**src/rtl/fan_tgt_pkg.sv**
```systemverilog
package fan_tgt_pkg;
  localparam int unsigned HI_W   = 8;
  localparam int unsigned LO_W   = 5;
  localparam int unsigned PAD_W  = 3;
  localparam int unsigned BYTE_W = HI_W;

  typedef struct packed {
    logic [HI_W-1:0] hi;
    logic [LO_W-1:0] lo;
  } tgt_t;

  localparam int unsigned TGT_W = $bits(tgt_t);
  localparam logic [HI_W-1:0] HI_SAT = '1;
endpackage

```
**src/rtl/fan_tgt_addr_dec.sv**
```systemverilog
module fan_tgt_addr_dec #(
  parameter int unsigned NUM_FANS = 5,
  parameter int unsigned ADDR_W   = 8,
  parameter int unsigned BASE     = 'h3C,
  parameter int unsigned STRIDE   = 'h10
) (
  input  logic                clk_i,
  input  logic                rst_ni,
  input  logic [ADDR_W-1:0]   addr_i,
  input  logic                wr_i,
  output logic [NUM_FANS-1:0] sel_lo_o,
  output logic [NUM_FANS-1:0] sel_hi_o,
  output logic [NUM_FANS-1:0] wr_lo_o,
  output logic [NUM_FANS-1:0] wr_hi_o
);
  for (genvar g = 0; g < NUM_FANS; g++) begin : g_dec
    localparam logic [ADDR_W-1:0] LO_ADDR = ADDR_W'(BASE + g * STRIDE);
    localparam logic [ADDR_W-1:0] HI_ADDR = ADDR_W'(BASE + g * STRIDE + 1);
    assign sel_lo_o[g] = (addr_i == LO_ADDR);
    assign sel_hi_o[g] = (addr_i == HI_ADDR);
  end

  assign wr_lo_o = sel_lo_o & {NUM_FANS{wr_i}};
  assign wr_hi_o = sel_hi_o & {NUM_FANS{wr_i}};

  AST_SEL_ONEHOT: assert property (@(posedge clk_i) disable iff (!rst_ni)
    $onehot0({sel_lo_o, sel_hi_o}));
endmodule

```
**src/rtl/fan_tgt_chan.sv**
```systemverilog
module fan_tgt_chan
  import fan_tgt_pkg::*;
(
  input  logic              clk_i,
  input  logic              rst_ni,
  input  logic              wr_lo_i,
  input  logic              wr_hi_i,
  input  logic [BYTE_W-1:0] wdata_i,
  input  logic              alg_en_i,
  output tgt_t              tgt_o,
  output logic [BYTE_W-1:0] rd_lo_o,
  output logic [BYTE_W-1:0] rd_hi_o,
  output logic              drv_off_o,
  output logic              spinup_o
);
  logic [LO_W-1:0] stage_q;
  tgt_t            tgt_q;
  logic            spin_q;
  logic            leave_sat;

  // staging for the low field; pad bits dropped
  always_ff @(posedge clk_i or negedge rst_ni) begin
    if (!rst_ni)      stage_q <= '1;
    else if (wr_lo_i) stage_q <= wdata_i[BYTE_W-1 -: LO_W];
  end

  // atomic commit on high write
  always_ff @(posedge clk_i or negedge rst_ni) begin
    if (!rst_ni)      tgt_q <= '1;
    else if (wr_hi_i) tgt_q <= '{hi: wdata_i, lo: stage_q};
  end

  assign leave_sat = wr_hi_i && alg_en_i && (tgt_q.hi == HI_SAT) && (wdata_i != HI_SAT);

  always_ff @(posedge clk_i or negedge rst_ni) begin
    if (!rst_ni) spin_q <= 1'b0;
    else         spin_q <= leave_sat;
  end

  assign tgt_o     = tgt_q;
  assign rd_hi_o   = tgt_q.hi;
  assign rd_lo_o   = {tgt_q.lo, {PAD_W{1'b0}}};
  assign drv_off_o = alg_en_i && (tgt_q.hi == HI_SAT);
  assign spinup_o  = spin_q;

  AST_LO_NO_COMMIT: assert property (@(posedge clk_i) disable iff (!rst_ni)
    wr_lo_i |=> $stable(tgt_q));
  AST_HI_COMMIT: assert property (@(posedge clk_i) disable iff (!rst_ni)
    wr_hi_i |=> (tgt_q == {$past(wdata_i), $past(stage_q)}));
  AST_IDLE_HOLD: assert property (@(posedge clk_i) disable iff (!rst_ni)
    !wr_hi_i |=> $stable(tgt_q));
  AST_SPIN_ONE_CYCLE: assert property (@(posedge clk_i) disable iff (!rst_ni)
    spin_q |=> !spin_q);
  AST_SPIN_CAUSE: assert property (@(posedge clk_i) disable iff (!rst_ni)
    spin_q |-> ($past(tgt_q.hi) == HI_SAT) && (tgt_q.hi != HI_SAT));
  AST_SPIN_NOT_OFF: assert property (@(posedge clk_i) disable iff (!rst_ni)
    spin_q |-> !drv_off_o);
endmodule

```
**src/rtl/fan_tgt_rd_mux.sv**
```systemverilog
module fan_tgt_rd_mux #(
  parameter int unsigned NUM_FANS = 5,
  parameter int unsigned BYTE_W   = 8
) (
  input  logic [NUM_FANS-1:0]        sel_lo_i,
  input  logic [NUM_FANS-1:0]        sel_hi_i,
  input  logic [NUM_FANS*BYTE_W-1:0] lo_i,
  input  logic [NUM_FANS*BYTE_W-1:0] hi_i,
  output logic [BYTE_W-1:0]          rdata_o
);
  // AND-OR mux; no select gives zero
  always_comb begin
    rdata_o = '0;
    for (int i = 0; i < NUM_FANS; i++) begin
      rdata_o |= {BYTE_W{sel_lo_i[i]}} & lo_i[i*BYTE_W +: BYTE_W];
      rdata_o |= {BYTE_W{sel_hi_i[i]}} & hi_i[i*BYTE_W +: BYTE_W];
    end
  end
endmodule

```
**src/rtl/fan_tgt_regbank.sv**
```systemverilog
module fan_tgt_regbank
  import fan_tgt_pkg::*;
#(
  parameter int unsigned NUM_FANS = 5,
  parameter int unsigned ADDR_W   = 8,
  parameter int unsigned BASE     = 'h3C,
  parameter int unsigned STRIDE   = 'h10
) (
  input  logic                      clk_i,
  input  logic                      rst_ni,
  input  logic [ADDR_W-1:0]         addr_i,
  input  logic                      wr_i,
  input  logic [BYTE_W-1:0]         wdata_i,
  output logic [BYTE_W-1:0]         rdata_o,
  input  logic [NUM_FANS-1:0]       alg_en_i,
  output logic [NUM_FANS*TGT_W-1:0] target_o,
  output logic [NUM_FANS-1:0]       drv_off_o,
  output logic [NUM_FANS-1:0]       spinup_o
);
  logic [NUM_FANS-1:0]        sel_lo, sel_hi, wr_lo, wr_hi;
  logic [NUM_FANS*BYTE_W-1:0] rd_lo, rd_hi;

  fan_tgt_addr_dec #(
    .NUM_FANS(NUM_FANS), .ADDR_W(ADDR_W), .BASE(BASE), .STRIDE(STRIDE)
  ) u_dec (
    .clk_i    (clk_i),
    .rst_ni   (rst_ni),
    .addr_i   (addr_i),
    .wr_i     (wr_i),
    .sel_lo_o (sel_lo),
    .sel_hi_o (sel_hi),
    .wr_lo_o  (wr_lo),
    .wr_hi_o  (wr_hi)
  );

  for (genvar g = 0; g < NUM_FANS; g++) begin : g_chan
    tgt_t tgt;
    fan_tgt_chan u_chan (
      .clk_i     (clk_i),
      .rst_ni    (rst_ni),
      .wr_lo_i   (wr_lo[g]),
      .wr_hi_i   (wr_hi[g]),
      .wdata_i   (wdata_i),
      .alg_en_i  (alg_en_i[g]),
      .tgt_o     (tgt),
      .rd_lo_o   (rd_lo[g*BYTE_W +: BYTE_W]),
      .rd_hi_o   (rd_hi[g*BYTE_W +: BYTE_W]),
      .drv_off_o (drv_off_o[g]),
      .spinup_o  (spinup_o[g])
    );
    assign target_o[g*TGT_W +: TGT_W] = tgt;
  end

  fan_tgt_rd_mux #(.NUM_FANS(NUM_FANS), .BYTE_W(BYTE_W)) u_rd (
    .sel_lo_i (sel_lo),
    .sel_hi_i (sel_hi),
    .lo_i     (rd_lo),
    .hi_i     (rd_hi),
    .rdata_o  (rdata_o)
  );

  AST_SPIN_ONEHOT: assert property (@(posedge clk_i) disable iff (!rst_ni)
    $onehot0(spinup_o));
endmodule

```
**config.mk**
```make
export PLATFORM = sky130hd
export DESIGN_NAME = fan_tgt_regbank
export DESIGN_NICKNAME = d
export VERILOG_FILES = /design/src/rtl/fan_tgt_pkg.sv /design/src/rtl/fan_tgt_addr_dec.sv /design/src/rtl/fan_tgt_chan.sv /design/src/rtl/fan_tgt_rd_mux.sv /design/src/rtl/fan_tgt_regbank.sv
export SDC_FILE = /design/constraint.sdc
export NUM_CORES = 1
export LEC_CHECK = 0
export BUFFER_PORTS_ARGS = -buffer_cell sky130_fd_sc_hd__buf_2
export CORE_MARGIN = 2
export CORE_UTILIZATION = 25
export DETAILED_ROUTE_END_ITERATION = 10
export HOLD_SLACK_MARGIN = 0.15
export PLACE_DENSITY = 0.41
export SETUP_SLACK_MARGIN = 0.5
export SYNTH_ARGS = -nofsm -noshare
export SYNTH_HDL_FRONTEND = slang
export SYNTH_SLANG_ARGS = --single-unit
```
**constraint.sdc**
```tcl
create_clock -name clk_i -period 3.6 [get_ports clk_i]
set_input_delay 0.54 -clock clk_i [delete_from_list [all_inputs] [get_ports clk_i]]
set_output_delay 0.54 -clock clk_i [all_outputs]
set_load 0.005 [all_outputs]
```
==> results.toml, run 1 <==
[clocking]
numCtsBuffers = 9
cts_setup_buffers = 0
clkTransAtPathRegs_ns = 0.06
hold_buffers = 0
htree_levels = 3
ctsLongestPathBuffers = 2
cts_root_buf = "clkbuf_16"
cts_tree = "yes"
clock_latency_ns = 0.35
clock_sinks = 95
post_cts_resize_count = 0

[floorplanning]
chipWidth_microns = 139
core_area_sq_um = 18000
rows = 49
ios = 107
die_h_microns = 139
initial_utilization = 0.255
fp.dieArea_sq_um = 19400

[setup_path]
crit_top_cell = "buf_2"
r2r_slack_ns = 2.25
start_kind = "input port"
path_cells = "buf_2 > mux2_2 > a22oi_1 > a31oi_1 > buf_2"
crit_type = "input port to output port"
cp.arrival_ns = 2.22
required_ns = 3.06
cp_top_family = "buffers and inverters"
crit_buf_inv = 2
worstPathMaxFanout = 36
critPathSlowestCell = "buf_2"
slowest_delay_ns = 0.68
cp-end-kind = "output port"

[route]
drt_iter0_drc = 135
wire_per_inst_microns = 21.2
via_per_inst = 4.75
drc = 0
ant_nets = 0
vias = 3055
wirelength_microns = 13700
drtPass1Iterations = 4

[sta]
slew_violations = 0
max_freq_ghz = 0.363
timing.final.crit_share = 0.766
worst_pin_slew_ns = 0.929
post-route-min-period_ns = 2.76
hold_viol = 0
rsz0062_at_grt = "no"
setup_violations = 0
setup_tns_ns = 0
finalClockSkew_ns = 0.00611
setup_slack_ns = 0.844
slew_headroom = 0.380

[layout]
syn2layout_area_growth_pct = 21.3
nNetsFinal = 433
final_layout_size_suffix_gt1_frac = 0.829
diodes = 0

[pwr]
peakVddDrop_mv = 0.209
powerDensity_nw_per_um2 = 412
leakage_nw = 2.53
finalPower_mw = 2.29

[place]
place_ws_ns = 0.829
gp_congestion = 0.726
portBuffers = 106
dp_hpwl_microns = 10000

[yosys]
synth_fp_nets = 338
synthTopCellsByArea = "dfstp_2 52%, mux2_2 26%, mux2_4 2.9%"
synthCells = 314
ys_types = 27
seq_area_frac_synth = 0.543
synth.ff_latch_count = 95
avgSynthCellArea_sq_um = 14.6
synth_warnings = 0
yosysTopAreaCell = "dfstp_2"
yosys.area.top_type_share = 0.516
syn_area_sq_um = 4580

[global_routing]
grt_util_all_layers = 0.144
grt_max_degree = 43
grt_busiest_layer = "met2"
grt_pass1_vias = 3214
grt_util_met2 = 0.232
grt_pass1_wl_microns = 20800
grt-ovfl-total = 0
antenna_found_initial = 0
use_met3 = 0.0258
grtUsageMet1 = 0.192

[outcome]
status = "complete, no violations"

[worst_hold_path]
min_path_type = "input port to asynchronous set/reset pin"

[run]
max_cap_viol_count = 0
synthesized netlist by cell type, drive strengths merged:
library cell  instances
mux2                115
dfstp                90
buf                  23
a22oi                13
nand2                10
nand3                10
nand4                 7
a31oi                 5
and3b                 5
clkbuf                5
dfrtp                 5
nor3                  5
nor3b                 5
a21oi                 3
a222oi                3
and4bb                3
and4b                 2
nand4b                2
nand3b                1
nor4b                 1
or2                   1
power breakdown:
part	switching [mW]	internal (mW)
clock	0.408	0.555
sequential	0.0357	1.14
combinational	0.0868	0.0711
total	0.530	1.76
metal layers:
metal  vias to the layer above  wire length [microns]
li1                       1354                      -
met2                        79                   6680
met3                        16                    526
met5                         -                      0
met4                         0                    255
met1                      1606                   6190
registers in the layout, summed over array words and instances, names as in the netlist:
signal	cells
g_chan.u_chan.rd_hi_o	40
g_chan.u_chan.rd_lo_o	25
g_chan.u_chan.stage_q	25
g_chan.u_chan.spinup_o	5
path summary, 6_finish.rpt:
| check | cells past startpoint | end | from |
|---|---|---|---|
| max | 5 | rdata_o[4] | addr_i[0] |
| min | 1 | g_chan[3].u_chan.spinup_o$_DFF_PN0_ | rst_ni |
| max reg2reg | 3 | g_chan[2].u_chan.spinup_o$_DFF_PN0_ | g_chan[2].u_chan.rd_hi_o[6]$_DFFE_PN1P_ |
| min reg2reg | 1 | g_chan[3].u_chan.rd_lo_o[4]$_DFFE_PN1P_ | g_chan[3].u_chan.stage_q[1]$_DFFE_PN1P_ |
| max in group asynchronous | 2 | g_chan[0].u_chan.rd_hi_o[5]$_DFFE_PN1P_ | rst_ni |
| min in group clk_i | 2 | g_chan[0].u_chan.rd_hi_o[0]$_DFFE_PN1P_ | wdata_i[0] |
cells by family after synthesis:
logic type,count (synthesis),share of synthesized area
compound gates,24,0.0380
buf+inv,28,0.0393
flops,95,0.543
mux,115,0.290
simple gates,52,0.0893
cells in the final DEF (no fill, tap or decap):
| cell | n |
|---|---|
| mux2_2 | 106 |
| buf_2 | 105 |
| dfstp_2 | 90 |
| a22oi_1 | 13 |
| nand2_1 | 10 |
| nand3_1 | 9 |
| mux2_4 | 9 |
| clkbuf_16 | 9 |
| nand4_1 | 7 |
| buf_4 | 7 |
| a31oi_1 | 5 |
| nor3_1 | 5 |
| and3b_1 | 5 |
| dfrtp_1 | 5 |
| nor3b_2 | 4 |
| and4bb_2 | 3 |
| a222oi_1 | 3 |
| a21oi_1 | 3 |
| clkinv_2 | 3 |
| and4b_1 | 2 |
| clkbuf_1 | 2 |
| nor4b_4 | 1 |
| nand4b_1 | 1 |
| nand3b_1 | 1 |
| or2_2 | 1 |
| nand3_4 | 1 |
| nand4b_4 | 1 |
| nor3b_4 | 1 |
| bufinv_16 | 1 |
| clkbuf_8 | 1 |
stage by stage:
stage / hold slack (ns) / util / instances / cell area (sq um)
2_1_floorplan: 0.244 / - / 314 / 4580
3_3_place_gp: 0.573 / 0.293 / 627 / 5270
3_5_place_dp: 0.574 / 0.293 / 627 / 5270
4_1_cts: 0.195 / 0.309 / 643 / 5560
5_1_grt: 0.228 / 0.309 / 643 / 5560
6_report: 0.198 / 0.309 / 643 / 5560
cell type report:
type                       instances  area, sq um
clock buffer                      12          246
clock inverter                     4         45.0
fill                            1866        12400
multi-input combinational        191         1910
sequential                        95         2490
tap                              229          287
timing repair buffer             112          578
No activity file was read; power rests on OpenSTA's default activity.
==> run 2: changes to the inputs <==
- PLACE_DENSITY: 0.41 -> 0.43
- clock period: 3.6 -> 2.2 ns (I/O delays scaled with it)
==> results.toml, run 2 (same netlist as run 1, synthesis figures left out) <==
[sta]
slew_violations = 0
slew_headroom = 0.638
hold_viol = 0
finalClockSkew_ns = 0.00821
rsz0062_at_grt = "yes"
timing.final.crit_share = 0.853
max_freq_ghz = 0.533
post-route-min-period_ns = 1.88
worst_pin_slew_ns = 0.544
fin_hold_ws_ns = 0.335
setup_slack_ns = 0.323
setup_tns_ns = 0
setup_violations = 0

[floorplanning]
ios = 107
rows = 49
fp.dieArea_sq_um = 19400
core_area_sq_um = 18000
die_h_microns = 139
initial_utilization = 0.255
chipWidth_microns = 139

[setup_path]
cp.arrival_ns = 1.55
required_ns = 1.87
crit_type = "flip-flop to output port"
worstPathMaxFanout = 2
start_kind = "flip-flop"
cp-end-kind = "output port"

[global_routing]
grt_pass1_vias = 3405
grt_max_degree = 53
antenna_found_initial = 0
grt-ovfl-total = 0
grt_pass1_wl_microns = 21300
grt_util_all_layers = 0.147

[clocking]
ctsLongestPathBuffers = 2
clock_latency_ns = 0.35
cts_root_buf = "clkbuf_16"
cts_tree = "yes"
clkTransAtPathRegs_ns = 0.07
clock_sinks = 95
numCtsBuffers = 9
htree_levels = 3

[pwr]
leakage_nw = 2.86
powerDensity_nw_per_um2 = 656
finalPower_mw = 4.07
peakVddDrop_mv = 0.359

[route]
via_per_inst = 4.57
drtPass1Iterations = 4
drc = 0
ant_nets = 0
drt_iter0_drc = 128
wirelength_microns = 14200
vias = 3159
wire_per_inst_microns = 20.5

[layout]
layout_commonest_cell = "buf_2"
diodes = 0
syn2layout_area_growth_pct = 35.5
nNetsFinal = 481
layout_common_cells = "104 x buf_2, 96 x mux2_2, 90 x dfstp_2, 46 x buf_4, 19 x mux2_4"
fillerInstances = 1821
final_layout_size_suffix_gt1_frac = 0.890
largest_reg_flops = 40

[place]
portBuffers = 106
place_ws_ns = 0.271
gp_congestion = 0.756
dp_hpwl_microns = 10100

[outcome]
status = "complete, no violations"

[run]
max_cap_viol_count = 0

[worst_hold_path]
min_path_type = "input port to flip-flop"
==> run 2: cell type report <==
cell class                      instances  area [sq um]  share of cell area
Sequential cell                        95          2490               0.401
Tap cell                              229           287              0.0462
Clock buffer                           10           239              0.0385
Multi-Input combinational cell        191          2070               0.334
Clock inverter                          6           108              0.0173
Timing Repair Buffer                  160          1010               0.163
==> run 2: stage by stage <==
step	cells	utilization	instance area, sq um
6_report	691	0.346	6210
5_1_grt	691	0.346	6210
4_1_cts	677	0.337	6050
3_5_place_dp	634	0.297	5340
3_3_place_gp	634	0.297	5340
2_1_floorplan	314	-	4580
==> run 2: final timing paths <==
kind	from	to	slack, ns	cells after the start
setup reg to reg	g_chan[2].u_chan.rd_hi_o[2]$_DFFE_PN1P_	g_chan[2].u_chan.spinup_o$_DFF_PN0_	0.89	4
max in group asynchronous	rst_ni	g_chan[4].u_chan.rd_hi_o[5]$_DFFE_PN1P_	1.18	3
hold / removal	wdata_i[1]	g_chan[1].u_chan.rd_hi_o[1]$_DFFE_PN1P_	0.33	2
min in group asynchronous	rst_ni	g_chan[3].u_chan.spinup_o$_DFF_PN0_	0.53	3
hold reg to reg	g_chan[4].u_chan.stage_q[2]$_DFFE_PN1P_	g_chan[4].u_chan.rd_lo_o[5]$_DFFE_PN1P_	0.61	1
setup / recovery	g_chan[0].u_chan.rd_hi_o[7]$_DFFE_PN1P_	rdata_o[7]	0.32	4
==> run 2: metal layers <==
layer	part of all wire	vias up	global-route usage
met5	0	-	0
met4	0.018	0	0.0516
met3	0.046	15	0.0365
met2	0.49	76	0.240
met1	0.45	1627	0.189
li1	-	1441	-
==> run 2: worst max-delay path, stage by stage (launching register included) <==
cell and delay (ns):
dfstp_2 0.54, mux2_4 0.15, a22oi_1 0.08, a31oi_1 0.26, buf_2 0.17
==> run 2: power breakdown <==
part	internal [mW]	leakage (nW)	switching (mW)	total [mW]
combinational	0.169	1.69	0.170	0.338
sequential	1.86	0.999	0.0506	1.91
clock	1.14	0.168	0.687	1.83
total	3.16	2.86	0.908	4.07
==> run 2: what timing repair did <==
item                                   4_1_cts  5_1_grt
endpoints found under the hold margin        5        0
setup buffers                               25       14
hold buffers                                 1        0
gates cloned                                 1        0
setup endpoints to repair                   13       13
resized for setup                           32       12
pin swaps                                   14       14
==> run 3: changes to the inputs <==
- REMOVE_ABC_BUFFERS: default -> 1
==> results.toml, run 3 (same netlist as run 1, synthesis figures left out) <==
[outcome]
status = "complete, no violations"

[setup_path]
endpoint = "rdata_o[3]"
startpoint = "g_chan[1].u_chan.rd_hi_o[3]$_DFFE_PN1P_"
r2r_slack_ns = 0.93
cp-end-kind = "output port"
crit_type = "flip-flop to output port"
cp.arrival_ns = 1.55
rr_startpoint = "g_chan[2].u_chan.rd_hi_o[5]$_DFFE_PN1P_"
start_kind = "flip-flop"
reg2regPathDepth = 5
worstPathMaxFanout = 2
required_ns = 1.87
r2r_end = "g_chan[2].u_chan.spinup_o$_DFF_PN0_"

[floorplanning]
chipWidth_microns = 139
core_area_sq_um = 18000
fp.dieArea_sq_um = 19400
ios = 107
initial_utilization = 0.255
die_h_microns = 139
rows = 49

[pwr]
p_sw_frac = 0.234
p_seq_frac = 0.507
clockPowerShare = 0.396
power_frac_comb = 0.097
peakVddDrop_mv = 0.408
p_switching_mw = 0.883
powerDensity_nw_per_um2 = 603
leakage_nw = 2.87
power.internal_mw = 2.89

[layout]
utilization = 0.349
fillerInstances = 1804
layout_common_cells = "100 x buf_2, 94 x mux2_2, 90 x dfstp_2, 43 x buf_4, 21 x mux2_4"
layout_commonest_cell = "buf_2"
nNetsFinal = 482
final_layout_size_suffix_gt1_frac = 0.898
largest_reg_flops = 40
syn2layout_area_growth_pct = 36.8
diodes = 0

[sta]
slew_violations = 0
max_freq_ghz = 0.533
setup_violations = 0
rsz0062_at_grt = "yes"
finalClockSkew_ns = 0.00563
post-route-min-period_ns = 1.88
hold_viol = 0
timing.final.crit_share = 0.853
worst_pin_slew_ns = 0.589
setup_tns_ns = 0
slew_headroom = 0.608

[route]
via_per_inst = 4.73
drc = 0
ant_nets = 0
vias = 3267
wire_per_inst_microns = 21.9
drtPass1Iterations = 4
wirelength_microns = 15200
drt_iter0_drc = 131

[clocking]
numCtsBuffers = 9
clkTransAtPathRegs_ns = 0.06
htree_levels = 3
cts_tree = "yes"
clock_sinks = 95
ctsLongestPathBuffers = 2
clock_latency_ns = 0.35
cts_root_buf = "clkbuf_16"

[global_routing]
grt-ovfl-total = 0
grt_pass1_vias = 3458
grt_pass1_wl_microns = 22700
antenna_found_initial = 0
grt_util_all_layers = 0.158
grt_max_degree = 44

[run]
max_cap_viol_count = 0

[place]
portBuffers = 106
gp_congestion = 0.755
dp_hpwl_microns = 10600

[worst_hold_path]
min_path_type = "input port to flip-flop"
==> run 3: repair_timing <==
action,in CTS,in global routing
pin swaps,21,18
endpoints found under the setup margin,13,13
endpoints found under the hold margin,2,0
gates cloned,3,0
gates resized for setup,53,13
hold buffers,1,0
buffers inserted,27,6
==> run 3: per-layer routing <==
layer	vias to the layer above	GRT usage	part of all wire
li1	1451	-	-
met1	1725	0.222	0.48
met2	79	0.249	0.46
met3	12	0.0344	0.041
met4	0	0.0420	0.014
met5	-	0	0
==> run 3: power by group through the flow <==
stage,sequential (mW),clock (mW),combinational [mW]
global route,1.92,1.61,0.397
detailed placement,1.94,0,0.291
finish,1.91,1.50,0.367
global placement,1.94,0,0.286
CTS,1.91,1.55,0.364
floorplan,1.92,0,0.0982
==> run 3: critical path: stages, from the launching register on <==
cell and delay [ns]:
dfstp_2 0.54, mux2_4 0.17, a22oi_2 0.07, a31oi_1 0.26, buf_2 0.17
==> run 3: worst min path at each step <==
stage	end	startpoint	cells after the start
after floorplan	g_chan[0].u_chan.spinup_o$_DFF_PN0_	rst_ni	0
after global placement	g_chan[1].u_chan.spinup_o$_DFF_PN0_	rst_ni	1
after detailed placement	g_chan[1].u_chan.spinup_o$_DFF_PN0_	rst_ni	1
after CTS	g_chan[1].u_chan.rd_hi_o[0]$_DFFE_PN1P_	wdata_i[0]	2
after global routing	g_chan[1].u_chan.rd_hi_o[1]$_DFFE_PN1P_	wdata_i[1]	2
final	g_chan[1].u_chan.rd_hi_o[0]$_DFFE_PN1P_	wdata_i[0]	2
==> run 3: layout make-up <==
class | instances | area, sq um | area share
clock buffer | 15 | 278 | 0.0443
timing repair buffer | 160 | 1070 | 0.171
sequential | 95 | 2490 | 0.397
multi-input combinational | 192 | 2140 | 0.342
tap | 229 | 287 | 0.0457
==> run 3: per-stage QoR <==
step           hold WS (ns)  cell area [sq um]  std cells  setup slack (ns)  power, mW
6_report              0.361               6270        691             0.324       3.78
3_3_place_gp          0.370               5380        639             0.194       2.23
4_1_cts               0.348               6160        685             0.320       3.83
2_1_floorplan        0.0344               4400        286             0.584       2.02
5_1_grt               0.362               6270        691             0.292       3.93
3_5_place_dp          0.379               5380        639             0.197       2.24
